**config.mk**
```make
export PLATFORM = sky130hd
export DESIGN_NAME = can_fault_irq_ctrl
export DESIGN_NICKNAME = d
export VERILOG_FILES = /design/src/rtl/can_fault_pkg.sv /design/src/rtl/can_fault_eval.sv /design/src/rtl/can_w1c_bank.sv /design/src/rtl/can_irq_route.sv /design/src/rtl/can_fault_irq_ctrl.sv
export SDC_FILE = /design/constraint.sdc
export NUM_CORES = 1
export LEC_CHECK = 0
export ABC_AREA = 1
export CORE_ASPECT_RATIO = 0.6
export CORE_MARGIN = 2
export CORE_UTILIZATION = 25
export CTS_CLUSTER_DIAMETER = 100
export DETAILED_ROUTE_END_ITERATION = 8
export GPL_TIMING_DRIVEN = 0
export PLACE_DENSITY = 0.87
export SLEW_MARGIN = 20
export SYNTH_ARGS = -nofsm -noshare
export SYNTH_HDL_FRONTEND = slang
export SYNTH_SLANG_ARGS = --single-unit
```
**constraint.sdc**
```tcl
create_clock -name clk_i -period 2.3 [get_ports clk_i]
set_input_delay 0.69 -clock clk_i [delete_from_list [all_inputs] [get_ports clk_i]]
set_output_delay 0.69 -clock clk_i [all_outputs]
set_load 0.02 [all_outputs]
```
**src/rtl/can_fault_pkg.sv**
```systemverilog
package can_fault_pkg;
  typedef enum logic [1:0] {
    ST_ACTIVE  = 2'd0,
    ST_WARN    = 2'd1,
    ST_PASSIVE = 2'd2,
    ST_BUSOFF  = 2'd3
  } fault_state_e;

  localparam int REG_W     = 32;
  localparam int NCAUSE    = 6;
  // global flag / mask positions
  localparam int FL_WARN   = 8;
  localparam int FL_PASS   = 9;
  localparam int FL_BOFF   = 10;
  localparam int FL_MBOX   = 15;
  localparam int GM_LINE0  = 0;
  localparam int GM_LINE1  = 1;
  localparam int GM_SYS_L1 = 2;
  // status positions
  localparam int SB_WARN   = 16;
  localparam int SB_PASS   = 17;
  localparam int SB_BOFF   = 18;
  localparam int SB_CAUSE  = 19;

  localparam logic [REG_W-1:0] SYS_FLAGS   = (32'd1 << FL_WARN) | (32'd1 << FL_PASS) | (32'd1 << FL_BOFF);
  localparam logic [REG_W-1:0] MBOX_FLAGS  = 32'd1 << FL_MBOX;
  localparam logic [REG_W-1:0] FLAG_USED   = SYS_FLAGS | MBOX_FLAGS;
  localparam logic [REG_W-1:0] STATUS_USED = ((32'd1 << (SB_CAUSE + NCAUSE)) - 1) & ~((32'd1 << SB_WARN) - 1);
endpackage

```
**src/rtl/can_fault_eval.sv**
```systemverilog
module can_fault_eval
  import can_fault_pkg::*;
#(
  parameter int CNT_W    = 8,
  parameter int WARN_LIM = 96,
  parameter int PASS_LIM = 128
) (
  input  logic             clk_i,
  input  logic             rst_ni,
  input  logic [CNT_W-1:0] tec_i,
  input  logic [CNT_W-1:0] rec_i,
  input  logic             bus_off_i,
  output logic [1:0]       state_o,
  output logic             warn_rise_o,
  output logic             pass_rise_o,
  output logic             boff_rise_o
);
  localparam logic [CNT_W-1:0] WARN_V = CNT_W'(WARN_LIM);
  localparam logic [CNT_W-1:0] PASS_V = CNT_W'(PASS_LIM);

  logic ge_warn, ge_pass;
  logic warn_q, pass_q, boff_q;
  fault_state_e st;

  assign ge_warn = (tec_i >= WARN_V) || (rec_i >= WARN_V);
  assign ge_pass = (tec_i >= PASS_V) || (rec_i >= PASS_V);

  always_ff @(posedge clk_i or negedge rst_ni) begin
    if (!rst_ni) begin
      warn_q <= 1'b0;
      pass_q <= 1'b0;
      boff_q <= 1'b0;
    end else begin
      warn_q <= ge_warn;
      pass_q <= ge_pass;
      boff_q <= bus_off_i;
    end
  end

  // edge, not level: a held condition fires once
  assign warn_rise_o = ge_warn & ~warn_q;
  assign pass_rise_o = ge_pass & ~pass_q;
  assign boff_rise_o = bus_off_i & ~boff_q;

  always_comb begin
    if (boff_q)      st = ST_BUSOFF;
    else if (pass_q) st = ST_PASSIVE;
    else if (warn_q) st = ST_WARN;
    else             st = ST_ACTIVE;
  end
  assign state_o = st;

  logic past_valid_q;
  always_ff @(posedge clk_i or negedge rst_ni) begin
    if (!rst_ni) past_valid_q <= 1'b0;
    else         past_valid_q <= 1'b1;
  end

  p_boff_state_r5: assert property (@(posedge clk_i) disable iff (!rst_ni)
    past_valid_q && $past(bus_off_i) |-> state_o == ST_BUSOFF);

  p_pass_state_r2: assert property (@(posedge clk_i) disable iff (!rst_ni)
    past_valid_q && $past((tec_i >= PASS_V) || (rec_i >= PASS_V)) && !$past(bus_off_i)
    |-> state_o == ST_PASSIVE);

  p_active_state_r2: assert property (@(posedge clk_i) disable iff (!rst_ni)
    past_valid_q && $past((tec_i < WARN_V) && (rec_i < WARN_V) && !bus_off_i)
    |-> state_o == ST_ACTIVE);
endmodule

```
**src/rtl/can_w1c_bank.sv**
```systemverilog
module can_w1c_bank #(
  parameter int              W    = 32,
  parameter logic [W-1:0]    USED = '1
) (
  input  logic         clk_i,
  input  logic         rst_ni,
  input  logic [W-1:0] set_i,
  input  logic         clr_we_i,
  input  logic [W-1:0] clr_data_i,
  output logic [W-1:0] q_o
);
  logic [W-1:0] q_q, clr;

  assign clr = clr_we_i ? clr_data_i : '0;

  // set has priority over a simultaneous clear
  always_ff @(posedge clk_i or negedge rst_ni) begin
    if (!rst_ni) q_q <= '0;
    else         q_q <= ((q_q & ~clr) | set_i) & USED;
  end
  assign q_o = q_q;

  p_set_wins_r8: assert property (@(posedge clk_i) disable iff (!rst_ni)
    ((set_i & USED) != '0) |=> ((q_o & $past(set_i & USED)) == $past(set_i & USED)));

  p_hold_r8: assert property (@(posedge clk_i) disable iff (!rst_ni)
    ((q_o & ~clr) != '0) |=> ((q_o & $past(q_o & ~clr)) == $past(q_o & ~clr)));
endmodule

```
**src/rtl/can_irq_route.sv**
```systemverilog
module can_irq_route
  import can_fault_pkg::*;
(
  input  logic [REG_W-1:0] flag_i,
  input  logic [REG_W-1:0] gim_i,
  output logic             irq0_o,
  output logic             irq1_o
);
  logic [REG_W-1:0] live;
  logic sys_any, mbx_any;

  assign live    = flag_i & gim_i;
  assign sys_any = |(live & SYS_FLAGS);
  assign mbx_any = |(live & MBOX_FLAGS);

  assign irq0_o = gim_i[GM_LINE0] & (mbx_any | (sys_any & ~gim_i[GM_SYS_L1]));
  assign irq1_o = gim_i[GM_LINE1] & sys_any & gim_i[GM_SYS_L1];
endmodule

```
**src/rtl/can_fault_irq_ctrl.sv**
```systemverilog
module can_fault_irq_ctrl
  import can_fault_pkg::*;
#(
  parameter int CNT_W    = 8,
  parameter int WARN_LIM = 96,
  parameter int PASS_LIM = 128
) (
  input  logic              clk_i,
  input  logic              rst_ni,
  input  logic [CNT_W-1:0]  tec_i,
  input  logic [CNT_W-1:0]  rec_i,
  input  logic              bus_off_i,
  input  logic [NCAUSE-1:0] bus_err_i,
  input  logic              mbox_evt_i,
  input  logic [REG_W-1:0]  gim_i,
  input  logic              status_clr_i,
  input  logic              flag_clr_i,
  input  logic [REG_W-1:0]  clr_data_i,
  output logic [REG_W-1:0]  status_o,
  output logic [REG_W-1:0]  flag_o,
  output logic [1:0]        state_o,
  output logic              irq0_o,
  output logic              irq1_o
);
  logic warn_rise, pass_rise, boff_rise;
  logic [REG_W-1:0] status_set, flag_set;

  can_fault_eval #(
    .CNT_W(CNT_W), .WARN_LIM(WARN_LIM), .PASS_LIM(PASS_LIM)
  ) u_eval (
    .clk_i(clk_i), .rst_ni(rst_ni),
    .tec_i(tec_i), .rec_i(rec_i), .bus_off_i(bus_off_i),
    .state_o(state_o),
    .warn_rise_o(warn_rise), .pass_rise_o(pass_rise), .boff_rise_o(boff_rise)
  );

  always_comb begin
    status_set = '0;
    status_set[SB_CAUSE +: NCAUSE] = bus_err_i;
    status_set[SB_WARN] = warn_rise;
    status_set[SB_PASS] = pass_rise;
    status_set[SB_BOFF] = boff_rise;
    flag_set = '0;
    flag_set[FL_WARN] = warn_rise;
    flag_set[FL_PASS] = pass_rise;
    flag_set[FL_BOFF] = boff_rise;
    flag_set[FL_MBOX] = mbox_evt_i;
  end

  can_w1c_bank #(.W(REG_W), .USED(STATUS_USED)) u_status (
    .clk_i(clk_i), .rst_ni(rst_ni), .set_i(status_set),
    .clr_we_i(status_clr_i), .clr_data_i(clr_data_i), .q_o(status_o)
  );

  can_w1c_bank #(.W(REG_W), .USED(FLAG_USED)) u_flag (
    .clk_i(clk_i), .rst_ni(rst_ni), .set_i(flag_set),
    .clr_we_i(flag_clr_i), .clr_data_i(clr_data_i), .q_o(flag_o)
  );

  can_irq_route u_route (
    .flag_i(flag_o), .gim_i(gim_i), .irq0_o(irq0_o), .irq1_o(irq1_o)
  );

  p_line0_gate_r9: assert property (@(posedge clk_i) disable iff (!rst_ni)
    irq0_o |-> gim_i[GM_LINE0] && ((flag_o & gim_i) != '0));

  p_line1_route_r10: assert property (@(posedge clk_i) disable iff (!rst_ni)
    irq1_o |-> gim_i[GM_SYS_L1] && ((flag_o & gim_i & SYS_FLAGS) != '0));

  p_flag_status_pair_r5: assert property (@(posedge clk_i) disable iff (!rst_ni)
    $rose(flag_o[FL_BOFF]) |-> status_o[SB_BOFF]);
endmodule

```
==> flow_metrics.py <==
metrics = {
    "floorplan": {
        "core_area_sq_mm": 0.004076,
        "fp-row-count": 18,
        "fp.dieH_microns": 54.40,
        "die_area_sq_mm": 0.004787,
        "initial_utilization_pct": 25.97,
        "num_io_pins": 160,
        "die_w_microns": 88.01,
    },
    "sta": {
        "post-route-period-util_pct": 96.57,
        "setup_viol": 0,
        "final-hold-violation-count": 0,
        "slew_viol_final": 0,
        "rsz0062_at_grt": "no",
        "timing.fmax_mhz": 450.2,
        "relSlewSlack_pct": 51.05,
        "worstMarginPinSlew_ns": 0.7319,
        "finalHoldWorstSlack_ns": 0.4631,
        "period_needed_ns": 2.221,
        "fin_skew_ns": 0.0001815,
    },
    "cells_and_area": {
        "nets": 325,
        "diodes": 0,
        "final_area_sq_mm": 0.001919,
        "drive_above_1_share_pct": 28.02,
        "final_cell_mix": "buf_4, conb_1, clkdlybuf4s50_1, nand2_1, dfrtp_1",
        "area_growth_pct": 81.32,
        "nFillCells": 402,
    },
    "clock_network": {
        "clkTransAtPathRegs_ns": 0.06,
        "post-cts-setup-buffers": 0,
        "cts-htree-levels": 1,
        "cts_hold_buf": 0,
        "cts_sinks": 16,
        "cts_root_buffer": "clkbuf_8",
        "cts_tree": "built",
        "worstSkewPairLatency_ns": 0.25,
        "cts_made_buffers": 3,
        "cts_max_path_buffers": 2,
    },
    "place": {
        "hpwl_microns": 2325,
        "post_dp_cell_area_sq_mm": 0.001852,
        "gp_congestion": 0.6731,
        "portBuffers": 53,
    },
    "route": {
        "vias_per_cell": 3.274,
        "routed_wl_microns": 2625,
        "wire_per_inst_microns": 8.990,
        "drt_iter0_drc": 12,
        "drc": 0,
        "drt_pass1_iterations": 4,
        "vias": 956,
        "ant_nets": 0,
    },
    "yosys": {
        "postSynthCellCount": 125,
        "yosysWarnings": 0,
        "synth_cell_types": 13,
        "syn_area_per_cell_sq_um": 8.468,
        "synth_area_sq_mm": 0.001059,
        "ys_seq_area_share_pct": 37.83,
        "synth-seq-cells": 16,
    },
    "setup_path": {
        "path_class": "input port to output pin",
        "path_max_fanout": 2,
        "worstSetupStartpointType": "input port",
        "cp.arrival_ns": 1.53,
        "cp-end-kind": "output pin",
        "required_ns": 1.61,
    },
    "outcome": {
        "status": "completed",
    },
    "grt": {
        "grt-ovfl-total": 0,
        "grt_pass1_wl_microns": 3822,
        "grt_pass1_vias": 851,
        "grt.total_usage_pct": 10.48,
        "antenna_found_initial": 0,
        "grt_max_degree": 17,
    },
    "power_and_ir_drop": {
        "powerDensity_mw_per_mm2": 477.2,
        "leakage_nw": 1.072,
        "worst_ir_drop_vdd_mv": 0.3368,
        "p_total_mw": 0.9160,
    },
    "hold_path": {
        "hold_path.class": "flop to flop",
    },
    "job": {
        "max_cap_violations": 0,
    },
}
## where the power goes
| part | leakage [nW] | total, mW | internal (mW) | switching, mW |
|---|---|---|---|---|
| Sequential | 0.173 | 0.321 | 0.306 | 0.0153 |
| Clock | 0.0288 | 0.245 | 0.152 | 0.0930 |
| Combinational | 0.871 | 0.350 | 0.175 | 0.175 |
## timing repair
item                       4_1_cts  5_1_grt
pin swaps                        0        5
setup endpoints to repair        2        2
gates resized for setup         10        6
hold endpoints to repair         0        0
## sequential cells by signal (all words and copies together), names as in the netlist
register	cells
u_eval.boff_q	1
u_eval.pass_q	1
u_eval.warn_q	1
u_flag.q_o	4
u_status.q_o	9
## synth_stat cells (all sizes together)
| cell | n | area, sq um |
|---|---|---|
| a21o | 7 | 52.55 |
| a21oi | 1 | 5.000 |
| buf | 52 | 394.1 |
| conb | 1 | 3.750 |
| dfrtp | 16 | 400.4 |
| inv | 8 | 30.03 |
| nand2 | 33 | 126.4 |
| nand3 | 3 | 25.02 |
| nor2 | 1 | 6.260 |
| o21ai | 3 | 15.01 |
## kinds of logic (layout without fill, tap and decap cells)
group                  after synthesis  count (layout)  synth area share [%]
flip-flops                          16              16                 37.82
AO/OA/AOI/OAI                       11              11                 6.855
buffers and inverters               60             117                 40.07
other                                1              51                0.3543
AND/OR/NAND/NOR                     37              37                 14.89
## critical path, cell delays in order
cell             delay (ns)
clkdlybuf4s50_1        0.43
inv_1                  0.08
nand2_2                0.06
a21oi_2                0.14
buf_6                  0.13
## per-layer routing
layer  global-route usage (%)  vias to the layer above  wire [microns]
li1                         -                      493               -
met1                    12.08                      432            1044
met2                    18.94                       29            1420
met3                    4.374                        2             149
met4                    1.538                        0              11
met5                        0                        -               0
## per-stage QoR
step	setup TNS, ns	cells	util, %	setup WS [ns]
6_report	0	292	47.08	0.07882
5_1_grt	0	292	47.08	0.01336
4_1_cts	-0.03759	292	46.69	-0.03759
3_5_place_dp	-0.9314	288	45.43	-0.5357
3_3_place_gp	-0.8856	288	45.43	-0.4991
2_1_floorplan	0	175	-	0.3997
## final cells by class
type,count,area (sq um),area share (%)
Timing Repair Buffer,53,534.3,27.84
Multi-Input combinational cell,99,430.4,22.43
Sequential cell,16,400.4,20.86
Buffer,52,394.1,20.53
Tap cell,60,75.07,3.911
Clock buffer,4,55.05,2.868
Inverter,8,30.03,1.565
## worst paths after layout
check	from	to	slack [ns]	depth (start not counted)
setup / recovery	gim_i[2]	irq0_o	0.08	5
hold / removal	u_eval.boff_q$_DFF_PN0_	u_status.q_o[18]$_DFF_PN0_	0.46	1
setup reg to reg	u_flag.q_o[15]$_DFF_PN0_	u_flag.q_o[15]$_DFF_PN0_	1.61	1
hold reg to reg	u_eval.boff_q$_DFF_PN0_	u_status.q_o[18]$_DFF_PN0_	0.46	1
max in group asynchronous	rst_ni	u_flag.q_o[15]$_DFF_PN0_	0.96	1
min in group asynchronous	rst_ni	u_status.q_o[24]$_DFF_PN0_	0.88	1
Note: power is estimated with default switching activity, not from simulation.
